### src/rtl/pipe_hazard_ctrl.sv
module pipe_hazard_ctrl #(
  parameter int REG_W = 5,
  parameter int CNT_W = 32
) (
  input  logic             clk,
  input  logic             rst,
  input  logic             fwd_en,
  input  logic             if_valid,
  input  logic             id_valid,
  input  logic [2:0]       id_cls,
  input  logic [REG_W-1:0] id_rd,
  input  logic [REG_W-1:0] id_rs1,
  input  logic [REG_W-1:0] id_rs2,
  input  logic             ex_br_taken,
  output logic             stall,
  output logic             bubble,
  output logic             kill_if,
  output logic             kill_id,
  output logic [1:0]       fwd_a,
  output logic [1:0]       fwd_b,
  output logic [CNT_W-1:0] cyc_cnt,
  output logic [CNT_W-1:0] ret_cnt,
  output logic [CNT_W-1:0] stall_cnt,
  output logic [CNT_W-1:0] kill_cnt
);
  localparam logic [2:0] C_ALU = 3'd1, C_ALUI = 3'd2, C_LD = 3'd3,
                         C_ST = 3'd4, C_BR = 3'd5, C_JMP = 3'd6;
  localparam logic [CNT_W-1:0] CNT_MAX = '1;

  function automatic logic uses_a(input logic [2:0] c);
    return c == C_ALU || c == C_ALUI || c == C_LD || c == C_ST || c == C_BR;
  endfunction

  function automatic logic uses_b(input logic [2:0] c);
    return c == C_ALU || c == C_ST || c == C_BR;
  endfunction

  function automatic logic writes(input logic v, input logic [2:0] c,
                                  input logic [REG_W-1:0] d);
    return v && d != '0 && (c == C_ALU || c == C_ALUI || c == C_LD || c == C_JMP);
  endfunction

  function automatic logic [CNT_W-1:0] sat_add(input logic [CNT_W-1:0] a,
                                               input logic [1:0] inc);
    logic [CNT_W:0] s;
    s = {1'b0, a} + {{(CNT_W-1){1'b0}}, inc};
    return s[CNT_W] ? CNT_MAX : s[CNT_W-1:0];
  endfunction

  logic             ex_v, mem_v, wb_v;
  logic [2:0]       ex_cls, mem_cls, wb_cls;
  logic [REG_W-1:0] ex_rd, mem_rd, wb_rd, ex_rs1, ex_rs2;

  logic ex_w, mem_w, wb_w;
  assign ex_w  = writes(ex_v, ex_cls, ex_rd);
  assign mem_w = writes(mem_v, mem_cls, mem_rd);
  assign wb_w  = writes(wb_v, wb_cls, wb_rd);

  logic hit_ex, hit_mem, hit_wb;
  assign hit_ex  = ex_w  && ((uses_a(id_cls) && id_rs1 == ex_rd)  || (uses_b(id_cls) && id_rs2 == ex_rd));
  assign hit_mem = mem_w && ((uses_a(id_cls) && id_rs1 == mem_rd) || (uses_b(id_cls) && id_rs2 == mem_rd));
  assign hit_wb  = wb_w  && ((uses_a(id_cls) && id_rs1 == wb_rd)  || (uses_b(id_cls) && id_rs2 == wb_rd));

  logic br_kill, raw;
  assign br_kill = ex_v && ex_cls == C_BR && ex_br_taken;
  assign raw     = fwd_en ? (hit_ex && ex_cls == C_LD) : (hit_ex || hit_mem || hit_wb);

  assign stall   = id_valid && raw && !br_kill;
  assign kill_id = br_kill;
  assign kill_if = br_kill || (id_valid && id_cls == C_JMP);
  assign bubble  = stall || br_kill;

  always_comb begin
    fwd_a = 2'd0;
    fwd_b = 2'd0;
    if (fwd_en && ex_v) begin
      if (uses_a(ex_cls) && mem_w && ex_rs1 == mem_rd)     fwd_a = 2'd1;
      else if (uses_a(ex_cls) && wb_w && ex_rs1 == wb_rd)  fwd_a = 2'd2;
      if (uses_b(ex_cls) && mem_w && ex_rs2 == mem_rd)     fwd_b = 2'd1;
      else if (uses_b(ex_cls) && wb_w && ex_rs2 == wb_rd)  fwd_b = 2'd2;
    end
  end

  logic [1:0] kill_inc;
  assign kill_inc = {1'b0, br_kill && id_valid} + {1'b0, kill_if && if_valid};

  always_ff @(posedge clk) begin
    if (rst) begin
      ex_v <= 1'b0; mem_v <= 1'b0; wb_v <= 1'b0;
      ex_cls <= '0; mem_cls <= '0; wb_cls <= '0;
      ex_rd <= '0; mem_rd <= '0; wb_rd <= '0;
      ex_rs1 <= '0; ex_rs2 <= '0;
      cyc_cnt <= '0; ret_cnt <= '0; stall_cnt <= '0; kill_cnt <= '0;
    end else begin
      ex_v   <= id_valid && !bubble && id_cls != 3'd0;
      ex_cls <= bubble ? 3'd0 : id_cls;
      ex_rd  <= id_rd;
      ex_rs1 <= id_rs1;
      ex_rs2 <= id_rs2;
      mem_v <= ex_v;   mem_cls <= ex_cls;   mem_rd <= ex_rd;
      wb_v  <= mem_v;  wb_cls  <= mem_cls;  wb_rd  <= mem_rd;
      cyc_cnt   <= sat_add(cyc_cnt, 2'd1);
      ret_cnt   <= sat_add(ret_cnt, {1'b0, wb_v});
      stall_cnt <= sat_add(stall_cnt, {1'b0, stall});
      kill_cnt  <= sat_add(kill_cnt, kill_inc);
    end
  end
endmodule

### config.mk
export PLATFORM = sky130hd
export DESIGN_NAME = pipe_hazard_ctrl
export DESIGN_NICKNAME = d
export VERILOG_FILES = /design/src/rtl/pipe_hazard_ctrl.sv
export SDC_FILE = /design/constraint.sdc
export NUM_CORES = 1
export LEC_CHECK = 0
export CORE_ASPECT_RATIO = 0.7
export CORE_MARGIN = 2
export CORE_UTILIZATION = 56
export DETAILED_ROUTE_END_ITERATION = 12
export PLACE_DENSITY_LB_ADDON = 0.15
export SYNTH_ARGS = -nofsm -noshare
export SYNTH_HDL_FRONTEND = slang
export SYNTH_SLANG_ARGS = --single-unit
### constraint.sdc
create_clock -name clk -period 8.2 [get_ports clk]
set_input_delay 0.82 -clock clk [delete_from_list [all_inputs] [get_ports clk]]
set_output_delay 0.82 -clock clk [all_outputs]
set_load 0.1 [all_outputs]
# == Yosys cells after proc, flatten, opt, wreduce, memory -nomap -nowiden ==
# Index checks and enable logic that the tools add are counted.
# classes
bitwise_logic,0
n_shift,0
n_reduce_logical,67
mul,0
order_cmp,0
mux,11
eq_ne,30
addsub,5
div,0
# ops
cell,count
2-to-1 mux 32 bit,4
adder 32 x 1 -> 33 bit,2
== test 5 bit,10
logical AND 1 bit,34
"adder 32 x 1 -> 33 bit, second input constant",1
adder 32 x 2 -> 33 bit,1
logical OR 1 bit,26
"== test 3 x 2 -> 1 bit, second input constant",8
"== test 3 bit, second input constant",8
nonzero test 5 bit,3
"== test 3 x 1 -> 1 bit, second input constant",4
2-to-1 mux 2 bit,6
nonzero test 3 bit,1
adder 1 x 1 -> 2 bit,1
logical NOT 1 bit,2
OR reduction 2 bit,1
2-to-1 mux 1 bit,1
# word_totals
mem_bits_rw,0
wordCells,128
romBits,0
latch_bits,0
memories,0
register_bits,165
in_bits,24

# == Depth between registers and ports, before layout ==
# Gate-level depths: netlist of the first run.
# logic_depth
ltp_word,17
mapped_depth,14

# == Worst setup path before layout of the first run ==
# Ideal clock, no wire load.
# synth_path
path_kind,input-to-reg
from,input port id_cls[1]
to,register kill_cnt[10]
setup_time_ns,0.071
setup_slack_ns,1.824
path_stages,12
t_arrival_ns,6.306
path_buffers,2
path_cell_list,inv_1 > o41ai_1 > nand2_1 > fa_1 > inv_1 > ha_1 > nand4_1 > nor4_4 > nand2b_1 > buf_2 > buf_6 > a21oi_1
# synth_via
elab_chain_len,7
# synth_lines
item,line,source
from (decl),10,"input logic [2:0] id_cls,"
== test 3 bit,70,assign kill_if = br_kill || (id_valid && id_cls == C_JMP);
logical AND 1 bit,70,
logical OR 1 bit,70,
via kill_if,17,"output logic kill_if,"
logical AND 1 bit,85,"assign kill_inc = {1'b0, br_kill && id_valid} + {1'b0, kill_if && if_valid};"
adder 1 x 1 -> 2 bit,85,
adder 32 x 2 -> 33 bit,46,"s = {1'b0, a} + {{(CNT_W-1){1'b0}}, inc};"
2-to-1 mux 32 bit,47,return s[CNT_W] ? CNT_MAX : s[CNT_W-1:0];
to (signal assigned),105,"kill_cnt <= sat_add(kill_cnt, kill_inc);"
to (decl),24,output logic [CNT_W-1:0] kill_cnt
# The timed path passes the listed nets, and every way through them passes these cells.
# A chain may end at the register's enable or synchronous reset.

# == Worst setup path after layout of the first run ==
# layout_path
from,input port id_cls[1]
to,output port stall
# layout_via
elab_chain_len,13
# layout_lines
item,line,source
== test 3 x 1 -> 1 bit or == test 3 x 2 -> 1 bit (tied branches),"31, 35",
logical OR 1 bit (4 in series),31,return c == C_ALU || c == C_ALUI || c == C_LD || c == C_ST || c == C_BR;
"logical AND 1 bit, on equally long branches","60, 61",
"logical OR 1 bit, on equally long branches","60, 61",
"logical AND 1 bit, on equally long branches","60, 61",
logical OR 1 bit (2 in series),66,assign raw = fwd_en ? (hit_ex && ex_cls == C_LD) : (hit_ex || hit_mem || hit_wb);
2-to-1 mux 1 bit (*),66,
logical AND 1 bit (*) (2 in series),68,assign stall = id_valid && raw && !br_kill;
to (decl),15,"output logic stall,"
# Mark *: on every way between the ends. The rest lies on a longest branch, timed or not.

==> results of run 1 <==
## sequential cells by signal (all words and copies together), names as in the netlist
signal	count
mem_v	1
ex_rd	5
ex_cls	3
mem_cls	3
mem_rd	5
ex_v	1
stall_cnt	32
kill_cnt	32
wb_rd	5
wb_cls	3
ret_cnt	32
cyc_cnt	32
ex_rs1	5
ex_rs2	5
wb_v	1
## final timing paths
check | endpoint | slack (ns) | depth (start not counted)
min | wb_cls[1] | 0.47 | 1
min reg2reg | wb_cls[1] | 0.47 | 1
max | stall | 3.78 | 8
max reg2reg | kill_cnt[1] | 4.45 | 12
## cells in the final DEF (no fill, tap or decap), drive strengths merged, types with 7 or more instances in the layout
cell type,instances
a31oi,9
nand2,66
nor2,55
clkbuf,20
clkdlybuf4s50,158
and4,8
nor2b,34
nand4,33
a21oi,110
inv,25
xor2,67
nand3,55
or3,7
dfxtp,165
nor4,9
nor3,30
xnor2,75
and3,22
## power by group
part	leakage, nW	switching (mW)	internal (mW)
sequential	1.34	0.0125	0.811
clock	0.281	0.332	0.447
combinational	1.77	0.0487	0.0350
## per-layer routing
metal  vias up  track usage, %  part of all wire [%]
li1       3325               -                     -
met1      3112            33.5                    47
met2       185            40.8                    46
met3        19            4.37                   5.6
met4         0            7.32                   1.2
met5         -               0                     0
## final cells by class
class,count,share of cell area [%]
multi-input cells,647,41.8
flip-flops and latches,165,33.1
repair buffers,160,16.0
clock buffers,20,4.68
well taps,185,2.32
clock inverters,12,1.22
inverters,23,0.866
## per-stage QoR
| stage | cells | hold slack (ns) |
|---|---|---|
| after detailed placement | 1180 | 0.458 |
| after CTS | 1212 | 0.471 |
| final | 1212 | 0.467 |
| after global placement | 1180 | 0.449 |
| after global routing | 1212 | 0.486 |
| after floorplan | 879 | 0.438 |
## critical path, cell delays in order
cell             delay, ns
clkdlybuf4s50_1       0.44
or3_1                 0.48
nand4_1               0.12
o22ai_1               0.08
a32oi_1               0.31
nand2_1               0.11
and3_1                0.23
clkdlybuf4s50_1       1.00
## cells by family after synthesis
logic type               synth area share (%)
AND/OR/NAND/NOR                          24.1
flip-flops                               42.5
AO/OA/AOI/OAI                            11.7
XOR/XNOR                                 16.0
buffers and inverters                    3.91
adder cells (fa/ha/maj)                  1.22
multiplexers                            0.644
==> results by group, run 1 <==
Status
  – Outcome: complete, no violations

Critical path
  – Worst setup path class: primary input to primary output
  – Critical-path maximum fanout: 4
  – Worst Path Required: 7.38 ns
  – CP Capture Type: primary output
  – Worst Path Arrival: 3.60 ns
  – Worst r2r src: ex_cls[2]
  – Critical Path Start: id_cls[1]
  – Setup crit start kind: primary input

Clock tree
  – Clk buf depth: 2
  – CTS tree: yes
  – Hold Buf Count CTS: 0
  – Later-pin clock latency in the skew report: 0.42 ns
  – CTS buffer count: 17
  – Clk slew on worst S/H paths: 0.06 ns
  – Clock sinks: 165
  – Post-cts resize count: 0
  – H-tree depth: 4
  – Clk root buf: clkbuf_16
  – Setup bufs post-CTS: 0

Routing
  – Vias: 6641
  – Detail Route Antenna Nets: 0
  – Vias per cell: 5.48
  – Iter 0 DRT Violations: 285
  – Final wirelength: 18100 um
  – DR DRC count: 0
  – Drt wl/cell: 15.0 um
  – Drt first pass iters: 4

STA
  – Final min period: 4.42 ns
  – Final worst slack: 3.78 ns
  – Period utilisation layout: 53.9%
  – Skew final: 0.0118 ns
  – Worst-margin pin slew: 1.03 ns
  – RSZ-0062 raised after global routing: no
  – Final setup viols: 0
  – Fmax: 226 MHz
  – Setup TNS: 0 ns
  – Max Slew Vio Count: 0
  – Relative slew slack: 30.9%
  – Hold Vio Cnt, Final: 0

Power and ir drop
  – Cell area power density: 169 nW/um2
  – Leakage Power: 3.38 nW
  – Max IR drop VDD: 133 uV
  – Total Power: 1.69 mW

Cells and area
  – Area added between synthesis and finish: 28.3%
  – Fill cell count: 1013
  – Fraction of layout cells with a size suffix above 1: 7.21%
  – Register area: 3300 um2
  – Final core occ: 74.6%
  – Final Instance Area: 9970 um2
  – N_diodes: 0
  – Layout Nets: 1045
  – Multi-input gate area: 4160 um2

Global route
  – Gr usage total: 24.7%
  – Vias in the first global route: 6135
  – Largest net degree at the start of global routing: 84
  – Overflow left after global routing: 0
  – First-pass GRT wire length: 29400 um
  – Initial antenna violation count: 0

Logic synthesis
  – Yosys warns: 0
  – Synth unique cells: 53
  – Synth Register Bits: 165
  – Synthesized instance count: 879
  – Synth top area share: 42.5%
  – EDFF count, synth: 0
  – Synth top cells by count: dfxtp_1, a21oi_1, xnor2_1
  – Synthesized cell area: 7770 um2
  – Synth async-reset ratio: 0%
  – Syn Nets: 910
  – Syn Area/Cell: 8.84 um2
  – Most frequent cell after synthesis: dfxtp_1
  – Sequential share of the synthesized area: 42.5%
  – Synth area leaders: dfxtp_1, xnor2_1, xor2_1
  – Dominant synthesized flop cell: dfxtp_1
  – Synth area leader: dfxtp_1

Hold path
  – Hold_sp: mem_cls[1]
  – Hold Crit Class: flip-flop to flip-flop

Die
  – Die area: 14900 um2
  – Starting density of the core: 58.2%
  – Chip width: 145 um
  – Core Footprint: 13400 um2
  – Die H: 103 um
  – Core Rows: 35
  – IO Count: 160

Place
  – RD Place Congestion: 0.832
  – Detail Placement HPWL: 12500 um
  – Pre-CTS WS: 3.49 ns
  – Post-DP Area: 9380 um2
  – Buffers on Ports: 159

Job
  – Max-cap violations: 0
(Power assumes the default switching activity.)
==> inputs of run 2 (changes only) <==
Settings changed: CORE_UTILIZATION 56 to 52.
Clock period 8.2 ns to 4.4 ns, I/O delays scaled along.
==> run 2 against run 1 <==
  * Setup slack worse by 3.1 ns
  * Sequential share of layout area decreased by 0.14 points
  * Die area increased by 7.4%
  * Core utilization down 6.2 points
  * Count of clock-buffer cells in the layout fell by 1
  * Non-clock buffer count grew 4
  * Hold slack better by 0.0068 ns
  * Via count shrank 0.38%
  * Critical path type is now primary input to flip-flop
==> results by group, run 2 (same netlist as run 1, synthesis figures left out) <==
Status
  – Outcome: complete, no violations

Cells and area
  – Layout Nets: 1049 (+0.38%)
  – Area added between synthesis and finish: 28.8%
  – Fraction of layout cells with a size suffix above 1: 7.77% (+0.56 points)
  – Fill cell count: 1227 (+21%)
  – N_diodes: 0 (unchanged)
  – Most common cell after layout, fill and taps aside: dfxtp_1
  – Final Instance Count excl. Fillers: 1225 (+1.1%)
  – Most frequent cells in the layout: dfxtp_1, clkdlybuf4s50_1, a21oi_1

Global route
  – Largest net degree at the start of global routing: 90 (+7.1%)
  – Initial antenna violation count: 0 (unchanged)
  – Gr usage total: 24.0% (-0.70 points)
  – Vias in the first global route: 5938 (-3.2%)
  – Overflow left after global routing: 0 (unchanged)
  – First-pass GRT wire length: 30700 um (+4.6%)

Place
  – Placed cells: 1194 (+1.2%)
  – RD Place Congestion: 0.949 (+14%)
  – Detail Placement HPWL: 13400 um (+6.7%)
  – Buffers on Ports: 159 (unchanged)

Routing
  – Final wirelength: 19200 um (+5.7%)
  – Vias per cell: 5.40 (-1.4%)
  – Detail Route Antenna Nets: 0 (unchanged)
  – Drt wl/cell: 15.6 um (+4.6%)
  – Drt first pass iters: 5 (+1)
  – DR DRC count: 0 (unchanged)
  – Iter 0 DRT Violations: 429 (+51%)
  – Vias: 6616 (-0.38%)

STA
  – Max Slew Vio Count: 0 (unchanged)
  – Final min period: 3.70 ns
  – RSZ-0062 raised after global routing: no
  – Fmax: 270 MHz
  – Setup TNS: 0 ns (unchanged)
  – Relative slew slack: 30.8% (-0.089 points)
  – Final setup viols: 0 (unchanged)
  – Hold Vio Cnt, Final: 0 (unchanged)
  – Period utilisation layout: 84.1%
  – Worst-margin pin slew: 1.03 ns (+0.00133 ns)
  – Skew final: 0.0143 ns (+0.00247 ns)
  – Hold WS: 0.474 ns (+0.00678 ns)

Die
  – Core Rows: 37 (+5.7%)
  – Chip width: 150 um (+3.7%)
  – Core Footprint: 14600 um2 (+9.5%)
  – Die H: 106 um (+3.6%)
  – Starting density of the core: 53.1% (-5.1 points)
  – Die area: 16000 um2 (+7.4%)
  – IO Count: 160 (unchanged)

Critical path
  – Worst setup path class: primary input to flip-flop
  – Worst Path Required: 4.75 ns (-2.63 ns)
  – Critical-path maximum fanout: 24 (+20)
  – Worst Path Arrival: 4.05 ns (+0.45 ns)
  – Setup crit start kind: primary input
  – CP Capture Type: flip-flop

Power and ir drop
  – Max IR drop VDD: 293 uV (+120%)
  – Cell area power density: 313 nW/um2 (+85%)
  – Switching portion of total power: 24.1% (+0.82 points)
  – Internal: 2.38 mW (+84%)
  – Combinational fraction of design power: 5.2% (+0.2 points)
  – Psw: 756 uW (+93%)
  – Clock group share of total power: 45.9% (-0.3 points)
  – Leakage Power: 3.41 nW (+0.65%)
  – Flop pwr share: 49.0% (about the same)

Clock tree
  – CTS tree: yes
  – Post-cts resize count: 0 (unchanged)
  – Clk buf depth: 2 (unchanged)
  – Clk root buf: clkbuf_16
  – H-tree depth: 4 (unchanged)
  – Clock sinks: 165 (unchanged)
  – CTS buffer count: 17 (unchanged)
  – Clk slew on worst S/H paths: 0.07 ns (about the same)
  – Hold Buf Count CTS: 0 (unchanged)
  – Later-pin clock latency in the skew report: 0.42 ns (about the same)
  – Setup bufs post-CTS: 0 (unchanged)

Hold path
  – Hold Crit Class: flip-flop to flip-flop

Job
  – Max-cap violations: 0 (unchanged)
## run 2: changes by cell type in the layout (fill, tap and decap cells not counted), sizes merged
cell,change
clkdlybuf4s50,-3
inv,+3
clkbuf,-1
clkinv,-5
buf,+7
clkinvlp,+2
## run 2: path summary, 6_finish.rpt
kind / slack (ns) / startpoint / end / cells after the start
min: 0.47 / mem_cls[2] / wb_cls[2] / 1
min reg2reg: 0.47 / mem_cls[2] / wb_cls[2] / 1
max: 0.70 / id_cls[0] / stall_cnt[21] / 13
max reg2reg: 0.86 / wb_rd[2] / stall_cnt[21] / 12
## run 2: worst max-delay path, cell delays in order
cell and delay (ns):
clkdlybuf4s50_1 0.62, or3_1 0.21, nand4_1 0.10, o22ai_1 0.21, a32oi_1 0.12, nand2_1 0.11, and3_1 0.27, ha_1 0.22
nand2_1 0.17, nor4_4 0.50, nor3b_4 0.43, nand2_2 0.38, a21oi_1 0.26
## run 2: area by class of cell
class	instances	area (um2)	area share [%]
sequential	165	3300	33.0
multi-input combinational	647	4180	41.8
inverter	23	86.3	0.862
timing repair buffer	164	1630	16.3
clock inverter	12	120	1.20
tap	195	244	2.44
clock buffer	19	443	4.42
## run 2: stage by stage
stage                     setup slack, ns  instance area [um2]  utilization [%]  power, mW
after floorplan                     0.577                 7790                -       1.67
after global placement              0.504                 9450             64.6       1.73
after detailed placement            0.320                 9450             64.6       1.73
after CTS                           0.727                10000             68.4       3.16
after global routing                0.381                10000             68.4       3.24
final                               0.700                10000             68.4       3.14
## run 2: power by group through the flow
| stage | registers [mW] | logic, mW | clock network [mW] |
|---|---|---|---|
| after floorplan | 1.58 | 0.0924 | 0 |
| after global placement | 1.57 | 0.158 | 0 |
| after detailed placement | 1.57 | 0.160 | 0 |
| after CTS | 1.53 | 0.161 | 1.46 |
| after global routing | 1.54 | 0.175 | 1.53 |
| final | 1.54 | 0.162 | 1.44 |
## run 2: metal layers
| layer | global-route usage (%) | wire (um) |
|---|---|---|
| met5 | 0 | 0 |
| met4 | 5.66 | 203 |
| met3 | 4.81 | 1200 |
| met2 | 33.4 | 7910 |
| met1 | 37.5 | 9850 |
==> inputs of run 3 (changes only) <==
Settings changed: CORE_UTILIZATION 52 to 47.
Clock period 4.4 ns to 3.3 ns, I/O delays scaled along.
==> run 3 against run 2 <==
  * Sequential cell count unchanged
  * First-iteration DRC count increased by 3.0%
  * Via count decreased by 0.33%
  * Clock power increased by 40%
  * Combinational power increased by 35%
  * Final area increased by 2.7%
  * Largest cell class unchanged
==> results by group, run 3 (same netlist as run 1, synthesis figures left out) <==
Status
  – Outcome: complete, no violations

STA
  – Final setup viols: 0 (unchanged)
  – Final worst slack: 0.306 ns (-0.394 ns)
  – Worst-margin pin slew: 1.05 ns (+0.0119 ns)
  – Max Slew Vio Count: 0 (unchanged)
  – Fmax: 334 MHz
  – Hold Vio Cnt, Final: 0 (unchanged)
  – Skew final: 0.00837 ns (-0.00593 ns)
  – Relative slew slack: 30.0% (-0.80 points)
  – Period utilisation layout: 90.7%
  – Hold WS: 0.412 ns (-0.0618 ns)
  – Final min period: 2.99 ns
  – RSZ-0062 raised after global routing: no

Die
  – Chip width: 158 um (+5.0%)
  – Die area: 17600 um2 (+10%)
  – IO Count: 160 (unchanged)
  – Starting density of the core: 47.8% (-5.3 points)
  – Core Rows: 39 (+5.4%)
  – Core Footprint: 16200 um2 (+11%)
  – Die H: 112 um (+5.0%)

Cells and area
  – Most common cell after layout, fill and taps aside: dfxtp_1
  – Area added between synthesis and finish: 32.3%
  – Final Instance Area: 10300 um2 (+2.7%)
  – Layout Nets: 1065 (+1.5%)
  – Fraction of layout cells with a size suffix above 1: 11.1% (+3.3 points)
  – N_diodes: 0 (unchanged)
  – Most frequent cells in the layout: dfxtp_1, clkdlybuf4s50_1, a21oi_1

Critical path
  – CP cell instances: clkdlybuf4s50_1 -> xnor2_1 -> nand4_1 -> o22ai_1 -> a32oi_1 -> nand2_1 -> and3_4 -> ha_1 -> nand2_1 -> nor4_4 -> nor3b_4 -> buf_4 -> and4_1 -> nor3_1
  – Critical-path maximum fanout: 5 (-79%)
  – Setup crit start kind: primary input
  – Worst Setup EP: stall_cnt[28]
  – CP max-delay cell: clkdlybuf4s50_1
  – Crit-path max cell delay: 0.51 ns (-0.11 ns)
  – Reg2Reg Depth: 13 (+1)
  – CP Capture Type: flip-flop
  – Flop2flop setup slack: 0.31 ns (-0.55 ns)
  – Cell mode on critical path: nand2_1
  – Worst Path Required: 3.59 ns (-1.16 ns)
  – Worst r2r src: wb_rd[3]
  – Worst Path Arrival: 3.29 ns (-0.76 ns)
  – Critical Path Start: id_rs1[2]
  – Worst setup path class: primary input to flip-flop
  – Reg2Reg Capture Point: stall_cnt[28]

Power and ir drop
  – Leakage Power: 3.53 nW (+3.6%)
  – Cell area power density: 416 nW/um2 (+33%)
  – Total Power: 4.28 mW (+37%)
  – Max IR drop VDD: 274 uV (-6.3%)

Global route
  – Overflow left after global routing: 0 (unchanged)
  – Vias in the first global route: 6006 (+1.1%)
  – Gr usage total: 21.6% (-2.3 points)
  – Largest net degree at the start of global routing: 63 (-30%)
  – Initial antenna violation count: 0 (unchanged)
  – First-pass GRT wire length: 30900 um (+0.40%)

Routing
  – Vias per cell: 5.18 (-4.0%)
  – Drt first pass iters: 4 (-1)
  – Vias: 6594 (-0.33%)
  – Drt wl/cell: 14.7 um (-5.9%)
  – Iter 0 DRT Violations: 442 (+3.0%)
  – Detail Route Antenna Nets: 0 (unchanged)
  – DR DRC count: 0 (unchanged)
  – Final wirelength: 18700 um (-2.3%)

Clock tree
  – CTS buffer count: 17 (unchanged)
  – H-tree depth: 4 (unchanged)
  – Clk buf depth: 2 (unchanged)
  – CTS tree: yes
  – Clk root buf: clkbuf_16
  – Post-cts resize count: 0 (unchanged)
  – Hold Buf Count CTS: 0 (unchanged)
  – Clk slew on worst S/H paths: 0.07 ns (about the same)
  – Setup bufs post-CTS: 0 (unchanged)
  – Later-pin clock latency in the skew report: 0.42 ns (about the same)
  – Clock sinks: 165 (unchanged)

Place
  – Pre-CTS WS: -0.0709 ns (-0.391 ns)
  – RD Place Congestion: 0.811 (-15%)
  – Post-DP Area: 9680 um2 (+2.5%)
  – Detail Placement HPWL: 13300 um (-0.98%)
  – Buffers on Ports: 159 (unchanged)

Hold path
  – Worst Hold Path Cells: 2 (+1)
  – Hold Crit Class: primary input to flip-flop

Job
  – Max-cap violations: 0 (unchanged)
## run 3: changes by cell type in the layout (fill, tap and decap cells not counted), moves of 3 or more
cell	delta
clkinvlp_4	-3
buf_4	+21
a21oi_1	-5
a21oi_2	+5
clkdlybuf4s50_1	-7
inv_6	-3
## run 3: critical path, delay by kind of cell
family,cells,cell delay (ns)
AO/OA/AOI/OAI,2,0.33
XOR/XNOR,1,0.24
adder cells (fa/ha/maj),1,0.18
buffers and inverters,2,0.70
AND/OR/NAND/NOR,8,1.49
## run 3: power by group
| group | total [mW] | internal, mW | switching (mW) | leakage (nW) |
|---|---|---|---|---|
| registers | 2.05 | 2.02 | 0.0307 | 1.34 |
| logic | 0.218 | 0.0935 | 0.125 | 1.90 |
| clock network | 2.02 | 1.22 | 0.801 | 0.288 |
| total | 4.28 | 3.33 | 0.957 | 3.53 |
## run 3: cell type report
class / count / area, um2
Clock inverter: 11 / 150
Multi-Input combinational cell: 647 / 4240
Sequential cell: 165 / 3300
Inverter: 23 / 98.8
Fill cell: 1411 / 5970
Clock buffer: 21 / 450
Tap cell: 225 / 282
Timing Repair Buffer: 180 / 1760
## run 3: metrics by stage
step	std cells	setup TNS, ns	util (%)
finish	1272	0	63.3
global route	1272	0	63.3
CTS	1272	0	63.3
detailed placement	1240	-0.559	59.6
global placement	1240	-0.0162	59.6
floorplan	879	-7.00	-
## run 3: how the worst min path moves through the flow
| stage | slack [ns] | end | start |
|---|---|---|---|
| 5_1_grt | 0.42 | mem_rd[2] | rst |
| 6_report | 0.41 | ex_rd[0] | rst |
| 4_1_cts | 0.41 | ex_rs2[3] | rst |
| 3_5_place_dp | 0.45 | wb_cls[1] | mem_cls[1] |
| 3_3_place_gp | 0.45 | wb_cls[1] | mem_cls[1] |
| 2_1_floorplan | 0.44 | wb_cls[2] | mem_cls[2] |
## run 3: routing by layer
metal  wire length [um]  GRT usage (%)  share of wire, %
met4                176           5.39              0.94
met2               7670           30.1                41
met1               9800           32.9                52
met5                  0              0                 0
met3               1070           5.84               5.7
